<file path="config.mk">
export PLATFORM = sky130hd
export DESIGN_NAME = ret_ctl
export DESIGN_NICKNAME = d
export VERILOG_FILES = /design/src/rtl/ret_ctl_pkg.sv /design/src/rtl/ret_err_flag.sv /design/src/rtl/ret_idle_timer.sv /design/src/rtl/ret_ctl.sv
export SDC_FILE = /design/constraint.sdc
export NUM_CORES = 1
export LEC_CHECK = 0
export ABC_CLOCK_PERIOD_IN_PS = 9150
export CORE_MARGIN = 2
export CORE_UTILIZATION = 43
export CTS_CLUSTER_SIZE = 30
export DETAILED_ROUTE_END_ITERATION = 6
export GPL_TIMING_DRIVEN = 0
export PLACE_DENSITY = 0.87
export SETUP_SLACK_MARGIN = 0.4
export SLEW_MARGIN = 25
export SYNTH_ARGS = -nofsm -noshare
export SYNTH_HDL_FRONTEND = slang
export SYNTH_SLANG_ARGS = --single-unit
</file>
<file path="constraint.sdc">
create_clock -name clk -period 9.15 [get_ports clk]
set_input_delay 1.83 -clock clk [delete_from_list [all_inputs] [get_ports clk]]
set_output_delay 1.83 -clock clk [all_outputs]
set_load 0.01 [all_outputs]
</file>
<file path="src/rtl/ret_ctl_pkg.sv">
package ret_ctl_pkg;
    localparam int DATA_W  = 32;
    localparam int ECC_BIT = 30;
    localparam int BUS_BIT = 29;
    localparam int DLY_W   = 3;
    localparam int N_FLAGS = 2;
    localparam int CNT_W   = 10;

    typedef logic [DLY_W-1:0] dly_code_t;
    typedef logic [CNT_W-1:0] idle_cnt_t;

    // Threshold per delay code: 2, 8, 32 for codes 1..3, then doubling from 64.
    function automatic idle_cnt_t dly_threshold(dly_code_t code);
        idle_cnt_t thr;
        if (code == '0)
            thr = '0;
        else if (code <= 3)
            thr = idle_cnt_t'(1) << (2 * int'(code) - 1);
        else
            thr = idle_cnt_t'(1) << (int'(code) + 2);
        return thr;
    endfunction

    // Register bit position of each sticky flag.
    function automatic int flag_pos(int idx);
        return (idx == 0) ? ECC_BIT : BUS_BIT;
    endfunction
endpackage

</file>
<file path="src/rtl/ret_err_flag.sv">
module ret_err_flag (
    input  logic clk,
    input  logic rst_n,
    input  logic event_i,
    input  logic clr_i,
    output logic flag_o
);
    logic flag_d, flag_q;

    always_comb begin
        flag_d = flag_q;
        if (clr_i)   flag_d = 1'b0;
        if (event_i) flag_d = 1'b1;   // a new event beats a clearing write
    end

    always_ff @(posedge clk) begin
        if (!rst_n) flag_q <= 1'b0;
        else        flag_q <= flag_d;
    end

    assign flag_o = flag_q;
endmodule

</file>
<file path="src/rtl/ret_idle_timer.sv">
module ret_idle_timer
    import ret_ctl_pkg::*;
(
    input  logic      clk,
    input  logic      rst_n,
    input  logic      idle_i,
    input  logic      tick_i,
    input  logic      restart_i,
    input  dly_code_t code_i,
    output logic      req_o
);
    idle_cnt_t cnt_d, cnt_q;
    idle_cnt_t thr;
    logic      enabled;

    assign thr     = dly_threshold(code_i);
    assign enabled = (code_i != '0);

    always_comb begin
        cnt_d = cnt_q;
        if (!idle_i || restart_i)
            cnt_d = '0;
        else if (tick_i && enabled && (cnt_q < thr))
            cnt_d = cnt_q + idle_cnt_t'(1);
    end

    always_ff @(posedge clk) begin
        if (!rst_n) cnt_q <= '0;
        else        cnt_q <= cnt_d;
    end

    assign req_o = enabled && idle_i && (cnt_q >= thr);
endmodule

</file>
<file path="src/rtl/ret_ctl.sv">
module ret_ctl
    import ret_ctl_pkg::*;
(
    input  logic        clk,
    input  logic        rst_n,
    input  logic        wr_en,
    input  logic [31:0] wr_data,
    input  logic        rd_en,
    output logic [31:0] rd_data,
    input  logic        ram_ecc_err,
    input  logic        bus_err,
    input  logic        cache_idle,
    input  logic        timer_tick,
    output logic        ecc_flag,
    output logic        bus_flag,
    output logic        ret_req
);
    typedef struct packed {
        dly_code_t dly;
    } ctl_state_t;

    ctl_state_t st_d, st_q;
    logic [N_FLAGS-1:0] ev_vec, flag_vec;

    assign ev_vec = {bus_err, ram_ecc_err};

    for (genvar g = 0; g < N_FLAGS; g++) begin : g_flag
        ret_err_flag i_flag (
            .clk     (clk),
            .rst_n   (rst_n),
            .event_i (ev_vec[g]),
            .clr_i   (wr_en && !wr_data[flag_pos(g)]),
            .flag_o  (flag_vec[g])
        );
    end

    always_comb begin
        st_d = st_q;
        if (wr_en) st_d.dly = wr_data[DLY_W-1:0];
    end

    always_ff @(posedge clk) begin
        if (!rst_n) st_q <= '0;
        else        st_q <= st_d;
    end

    ret_idle_timer i_timer (
        .clk       (clk),
        .rst_n     (rst_n),
        .idle_i    (cache_idle),
        .tick_i    (timer_tick),
        .restart_i (wr_en),
        .code_i    (st_q.dly),
        .req_o     (ret_req)
    );

    always_comb begin
        rd_data = '0;
        if (rd_en) begin
            rd_data[DLY_W-1:0] = st_q.dly;
            for (int i = 0; i < N_FLAGS; i++)
                rd_data[flag_pos(i)] = flag_vec[i];
        end
    end

    assign ecc_flag = flag_vec[0];
    assign bus_flag = flag_vec[1];
endmodule

</file>
==> reports/metrics.cfg, run 1 <==
[outcome]
status = completed

[timing]
final.setup.tns_ns = 0
worst_pin_slew_ns = 0.851
finalCritPeriodShare_pct = 67.6
drv_slew = 0
max_freq_mhz = 162
fin_worst_skew_ns = 0.0123
relSlewSlack_pct = 42.9
rsz0062_at_grt = no
hold_viol_final = 0
fin_hold_ws_ns = 0.503
setup_viol = 0
post-route-min-period_ns = 6.18

[drt]
via_per_inst = 4.68
drt_iter0_markers = 40
drtAntennaViolNets = 0
routedWlPerCell_um = 10.4
vias = 1263
drt-pass1-iter-count = 4
wl_mm = 2.81
drc_errors = 0

[layout]
register_area_sq_um = 300
final_cell_mix = buf_4 (27), conb_1 (27), clkdlybuf4s50_1 (19)
syn_to_final_growth_pct = 25.9
diodes = 0
nets = 284
drive_gt1_share_pct = 18.1
multiInputGateArea_sq_um = 977
nFillCells = 296

[global_routing]
grt_pass1_wl_mm = 4.51
grt_antenna_before_repair = 0
grt_pass1_vias = 1085
grt_start_max_net_pins = 11
grtUsageTotal_pct = 15.6
overflow = 0

[clocking]
cts_setup_buffers = 0
cts_hold_buf = 0
clock_latency_ns = 0.29
cts_htree_levels = 1
clk_pin_slew_ns = 0.10
cts.path.max_buffers = 2
cts_resized = 0
clock_sinks = 15
numCtsBuffers = 3
cts_tree = done
clock-root-buffer = clkbuf_4

[synth]
synthCells = 177
synth_top_area_share_pct = 21.0
synth_cell_type_count = 36
synth_warnings = 0
async_flop_share_pct = 0
syn_area_sq_mm = 0.00143
synth_area_leader_cell = dfxtp_1
synth_edf_count = 0
synth-seq-cells = 15
avgSynthCellArea_sq_um = 8.07
synth_top_flop_cell = dfxtp_1
synth_area_leaders = dfxtp_1 (21%), ha_1 (15%), buf_4 (14%), a21oi_1 (4.9%), mux2i_1 (4.9%)
seq_area_frac_synth_pct = 21.0

[placement]
dp_hpwl_mm = 2.36
gp_congestion = 0.760
portBuffers = 19

[pwr]
clock_power_share_pct = 24.2
seq_power_share_pct = 42.9
swShare_pct = 32.2
combPwrFrac_pct = 32.9
p_per_area_mw_per_mm2 = 89.4
p_switching_uw = 51.8
leakagePower_nw = 0.841
p_int_uw = 109
peakVddDrop_uv = 64.3

[setup_path]
r2r-end = i_timer.cnt_q[4]
r2r_start = st_q[2]
crit_path_start = st_q[2]
crit_arrival_ns = 4.35
cp_max_fo = 9
reg2reg_slack_ns = 5.26
crit_type = reg2out
worstRegToRegCells = 12
critical_path_required_ns = 7.32
cp-start-kind = flip-flop
endpoint_kind = primary output

[die]
die_y_um = 61.6
die_w_um = 61.6
placementRows = 20
initial_core_util_pct = 46.0
io_pins = 75
dieArea_sq_mm = 0.00380
coreArea_sq_mm = 0.00310

[min_path]
hold_end = i_timer.cnt_q[9]
worstHoldPathCells = 2
hp-class = reg2reg
hold_start = i_timer.cnt_q[9]

[job]
drv_cap = 0

[per-stage QoR]
| stage | instance area (sq um) | std cells | setup WS, ns | util (%) | power [mW] |
|---|---|---|---|---|---|
| after detailed placement | 1770 | 266 | 3.31 | 57.1 | 0.123 |
| after floorplan | 1530 | 203 | 4.22 | - | 0.108 |
| after global placement | 1770 | 266 | 3.37 | 57.1 | 0.122 |
| after CTS | 1800 | 270 | 2.99 | 57.9 | 0.162 |
| final | 1800 | 270 | 2.97 | 57.9 | 0.161 |
| after global routing | 1800 | 270 | 2.67 | 57.9 | 0.171 |
[cell type report]
class | instances | area share (%)
plain buffers | 30 | 12.3
clock buffers | 3 | 1.25
clock inverters | 1 | 0.278
inverters | 7 | 1.46
multi-input cells | 151 | 54.3
flip-flops and latches | 15 | 16.7
well taps | 44 | 3.06
repair buffers | 19 | 10.6
[sequential cells by signal (all words and copies together) (netlist names)]
signal / cells
i_timer.cnt_q: 10
g_flag.i_flag.flag_o: 2
st_q: 3
[worst max-delay path: stages, from the launching register on]
cell	delay [ns]
dfxtp_1	0.51
inv_1	0.13
ha_1	0.21
a31oi_2	0.28
mux2i_1	0.28
or3b_2	0.49
nand2b_1	0.17
ha_1	0.29
a21oi_1	0.15
o21ai_0	0.15
a211oi_1	0.76
a21oi_1	0.16
clkdlybuf4s50_1	0.52
[metal layers]
layer	vias to the layer above	global-route usage, %	wire length, um
met5	-	0	0
met2	35	26.3	1330
met4	0	3.04	13
met1	552	20.5	1310
li1	674	-	-
met3	2	3.57	147
[power groups by stage]
stage                     clock network, mW  logic [mW]  registers [mW]
after floorplan                           0      0.0377          0.0701
after global placement                    0      0.0511          0.0704
after detailed placement                  0      0.0523          0.0704
after CTS                            0.0405      0.0524          0.0689
after global routing                 0.0424      0.0588          0.0693
final                                0.0390      0.0529          0.0689
[cells in the mapped netlist, types with 2 or more instances]
master / number
or3_1: 2
mux2i_1: 7
and3_1: 3
nand2_1: 12
nand2b_1: 6
inv_1: 7
o31ai_1: 3
nor2b_1: 6
a21oi_1: 14
buf_4: 27
a211oi_1: 2
nand3_1: 9
or3_2: 2
or4_1: 4
dfxtp_1: 15
o21ai_0: 7
ha_1: 17
nor2_1: 8
and2_1: 5
nand4_1: 5
[worst max-delay path by stage]
stage,endpoint,slack [ns],cells after the start
final,ret_req,2.97,12
after global routing,ret_req,2.67,12
after CTS,ret_req,2.99,12
after detailed placement,ret_req,3.31,12
after global placement,ret_req,3.37,12
after floorplan,ret_req,4.22,11
[logic make-up (layout without fill, tap and decap cells)]
family | count (synthesis) | in the layout | share of synthesized area (%)
AO/OA/AOI/OAI | 32 | 32 | 14.0
multiplexers | 7 | 7 | 4.91
adder cells (fa/ha/maj) | 17 | 17 | 14.9
flip-flops | 15 | 15 | 21.0
other | 1 | 27 | 0.263
AND/OR/NAND/NOR | 68 | 68 | 27.5
buffers and inverters | 37 | 60 | 17.4
No activity file was read; power rests on OpenSTA's default activity.
==> run 2, diff against run 1 <==
- ABC_CLOCK_PERIOD_IN_PS: 9150 -> 5430
- CORE_UTILIZATION: 43 -> 36
- PLACE_DENSITY: 0.87 -> 0.77
- clock period: 9.15 -> 5.43 ns (I/O delays scaled with it)
==> run 2 against run 1 <==
Compared with the run above: critical path type unchanged; critical endpoint unchanged; utilization fell by 8.5 points; register-to-register slack got worse by 3.6 ns; clock skew fell by 0.011 ns; die area grew 18%; hold slack worse by 0.0082 ns; final cell count grew 1.9%; via count rose by 1.8%; sequential share of layout area decreased by 0.33 points; cell area grew 2.9%.
==> reports/metrics.cfg, run 2 (synthesis gave the netlist of run 1 again) <==
[clocking]
cts_htree_levels = 1  ; unchanged
cts_hold_buf = 0  ; unchanged
clock_sinks = 15  ; unchanged
numCtsBuffers = 3  ; unchanged
clock-root-buffer = clkbuf_8  ; was clkbuf_4
cts.path.max_buffers = 2  ; unchanged
clock_latency_ns = 0.25  ; was 0.29 ns
cts_tree = done  ; unchanged
clk_pin_slew_ns = 0.06  ; was 0.10 ns

[placement]
dp_hpwl_mm = 2.28  ; was 2.36 mm
gp_congestion = 0.761  ; was 0.760
portBuffers = 19  ; unchanged

[setup_path]
slowest_delay_ns = 0.55  ; was 0.76 ns
critPathSlowestCell = clkdlybuf4s50_1  ; was a211oi_1
path_cells = inv_1 > ha_1 > a31oi_4 > mux2i_1 > or3b_2 > nand2b_1 > ha_1 > nand4_1 > a211oi_2 > a211oi_2 > a21oi_1 > clkdlybuf4s50_1  ; was inv_1 > ha_1 > a31oi_2 > mux2i_1 > or3b_2 > nand2b_1 > ha_1 > a21oi_1 > o21ai_0 > a211oi_1 > a21oi_1 > clkdlybuf4s50_1
r2r_start = st_q[2]  ; unchanged
crit_path_start = st_q[2]  ; unchanged
cp-start-kind = flip-flop  ; unchanged
worst-path-buf-inv = 2  ; unchanged
cp_max_fo = 9  ; unchanged
crit_arrival_ns = 3.71  ; was 4.35 ns
critPathCapture = ret_req  ; unchanged
reg2reg_slack_ns = 1.67  ; was 5.26 ns
worstRegToRegCells = 13  ; was 12
endpoint_kind = primary output  ; unchanged
crit_type = reg2out  ; unchanged
critical_path_required_ns = 4.34  ; was 7.32 ns
r2r-end = i_timer.cnt_q[7]  ; was i_timer.cnt_q[4]
cp_num_cells = 12  ; unchanged
critPathTopFamily = simple AND/OR/NAND/NOR gates  ; was compound AO/OA/AOI/OAI gates

[timing]
fin_worst_skew_ns = 0.00115  ; was 0.0123 ns
hold_viol_final = 0  ; unchanged
finalCritPeriodShare_pct = 88.3
drv_slew = 0  ; unchanged
max_freq_mhz = 209
relSlewSlack_pct = 67.8  ; was 42.9%
final.setup.tns_ns = 0  ; unchanged
post-route-min-period_ns = 4.79
worst_pin_slew_ns = 0.470  ; was 0.851 ns
rsz0062_at_grt = no  ; unchanged
setup_viol = 0  ; unchanged

[drt]
drtAntennaViolNets = 0  ; unchanged
routedWlPerCell_um = 10.4  ; about the same
drc_errors = 0  ; unchanged
vias = 1286  ; was 1263
drt_iter0_markers = 50  ; was 40
via_per_inst = 4.68  ; about the same
wl_mm = 2.85  ; was 2.81 mm
drt-pass1-iter-count = 4  ; unchanged

[layout]
diodes = 0  ; unchanged
largest_reg_flops = 10  ; unchanged
final_cell_mix = buf_4 (28), conb_1 (27), clkdlybuf4s50_1 (19)  ; was buf_4 (27), conb_1 (27), clkdlybuf4s50_1 (19)
drive_gt1_share_pct = 19.8  ; was 18.1%
nets = 285  ; was 284
largest-register = i_timer.cnt_q  ; unchanged
syn_to_final_growth_pct = 29.5  ; was 25.9%
final_common_cell = buf_4

[global_routing]
grt_start_max_net_pins = 11  ; unchanged
grt_pass1_wl_mm = 4.71  ; was 4.51 mm
grtUsageTotal_pct = 13.4  ; was 15.6%
grt_antenna_before_repair = 0  ; unchanged
overflow = 0  ; unchanged
grt_pass1_vias = 1088  ; was 1085

[die]
initial_core_util_pct = 38.1  ; was 46.0%
die_w_um = 67.0  ; was 61.6 um
dieArea_sq_mm = 0.00449  ; was 0.00380 sq mm
coreArea_sq_mm = 0.00374  ; was 0.00310 sq mm
die_y_um = 67.0  ; was 61.6 um
io_pins = 75  ; unchanged
placementRows = 22  ; was 20

[pwr]
peakVddDrop_uv = 156  ; was 64.3 uV
p_per_area_mw_per_mm2 = 163  ; was 89.4 mW/mm^2
leakagePower_nw = 0.856  ; was 0.841 nW
p_total_uw = 302  ; was 161 uW

[min_path]
hp-class = reg2reg  ; unchanged

[outcome]
status = completed  ; unchanged

[job]
drv_cap = 0  ; unchanged

-- run 2: power breakdown --
group	internal [mW]	leakage, nW	switching (mW)
sequential	0.113	0.123	0.00414
clock	0.0520	0.0228	0.0399
combinational	0.0468	0.710	0.0463
-- run 2: how the worst min path moves through the flow --
| stage | from | to | slack [ns] | depth (start not counted) |
|---|---|---|---|---|
| global route | i_timer.cnt_q[9] | i_timer.cnt_q[9] | 0.53 | 2 |
| CTS | i_timer.cnt_q[9] | i_timer.cnt_q[9] | 0.49 | 2 |
| floorplan | i_timer.cnt_q[9] | i_timer.cnt_q[9] | 0.46 | 2 |
| global placement | i_timer.cnt_q[9] | i_timer.cnt_q[9] | 0.48 | 2 |
| finish | i_timer.cnt_q[9] | i_timer.cnt_q[9] | 0.49 | 2 |
| detailed placement | i_timer.cnt_q[9] | i_timer.cnt_q[9] | 0.48 | 2 |
-- run 2: stage by stage --
| step | cell area, sq um | setup WS, ns | cells | hold slack (ns) | utilization, % |
|---|---|---|---|---|---|
| floorplan | 1530 | 1.25 | 203 | 0.456 | - |
| global placement | 1780 | 0.357 | 270 | 0.482 | 47.4 |
| detailed placement | 1780 | 0.326 | 270 | 0.483 | 47.4 |
| CTS | 1830 | 0.405 | 275 | 0.493 | 49.0 |
| global route | 1850 | 0.444 | 275 | 0.527 | 49.4 |
| finish | 1850 | 0.637 | 275 | 0.495 | 49.4 |
-- run 2: area by class of cell --
cell class              count  area, sq um
multi-input cells         151          996
repair buffers             20          198
well taps                  48         60.1
clock buffers               4         45.0
flip-flops and latches     15          303
fillers                   372         1890
plain buffers              30          221
inverters                   7         26.3
-- run 2: timing repair --
item                       CTS  global route
pin swaps                    1             0
gates resized for setup      1             4
buffers inserted             1             0
setup endpoints to repair    1             1
-- run 2: routing by layer --
layer	vias up	part of all wire, %	track usage [%]
met2	42	46	22.3
met5	-	0	0
met1	568	46	18.5
met4	0	0.21	0.765
met3	2	7.2	3.04
li1	674	-	-
-- run 2: worst reg2reg max path, delay by kind of cell (launching register included) --
family | cells | cell delay (ns)
fa+ha+maj | 2 | 0.51
simple gates | 3 | 1.17
compound gates | 5 | 1.04
flops | 1 | 0.44
buf+inv | 2 | 0.26
mux | 1 | 0.28
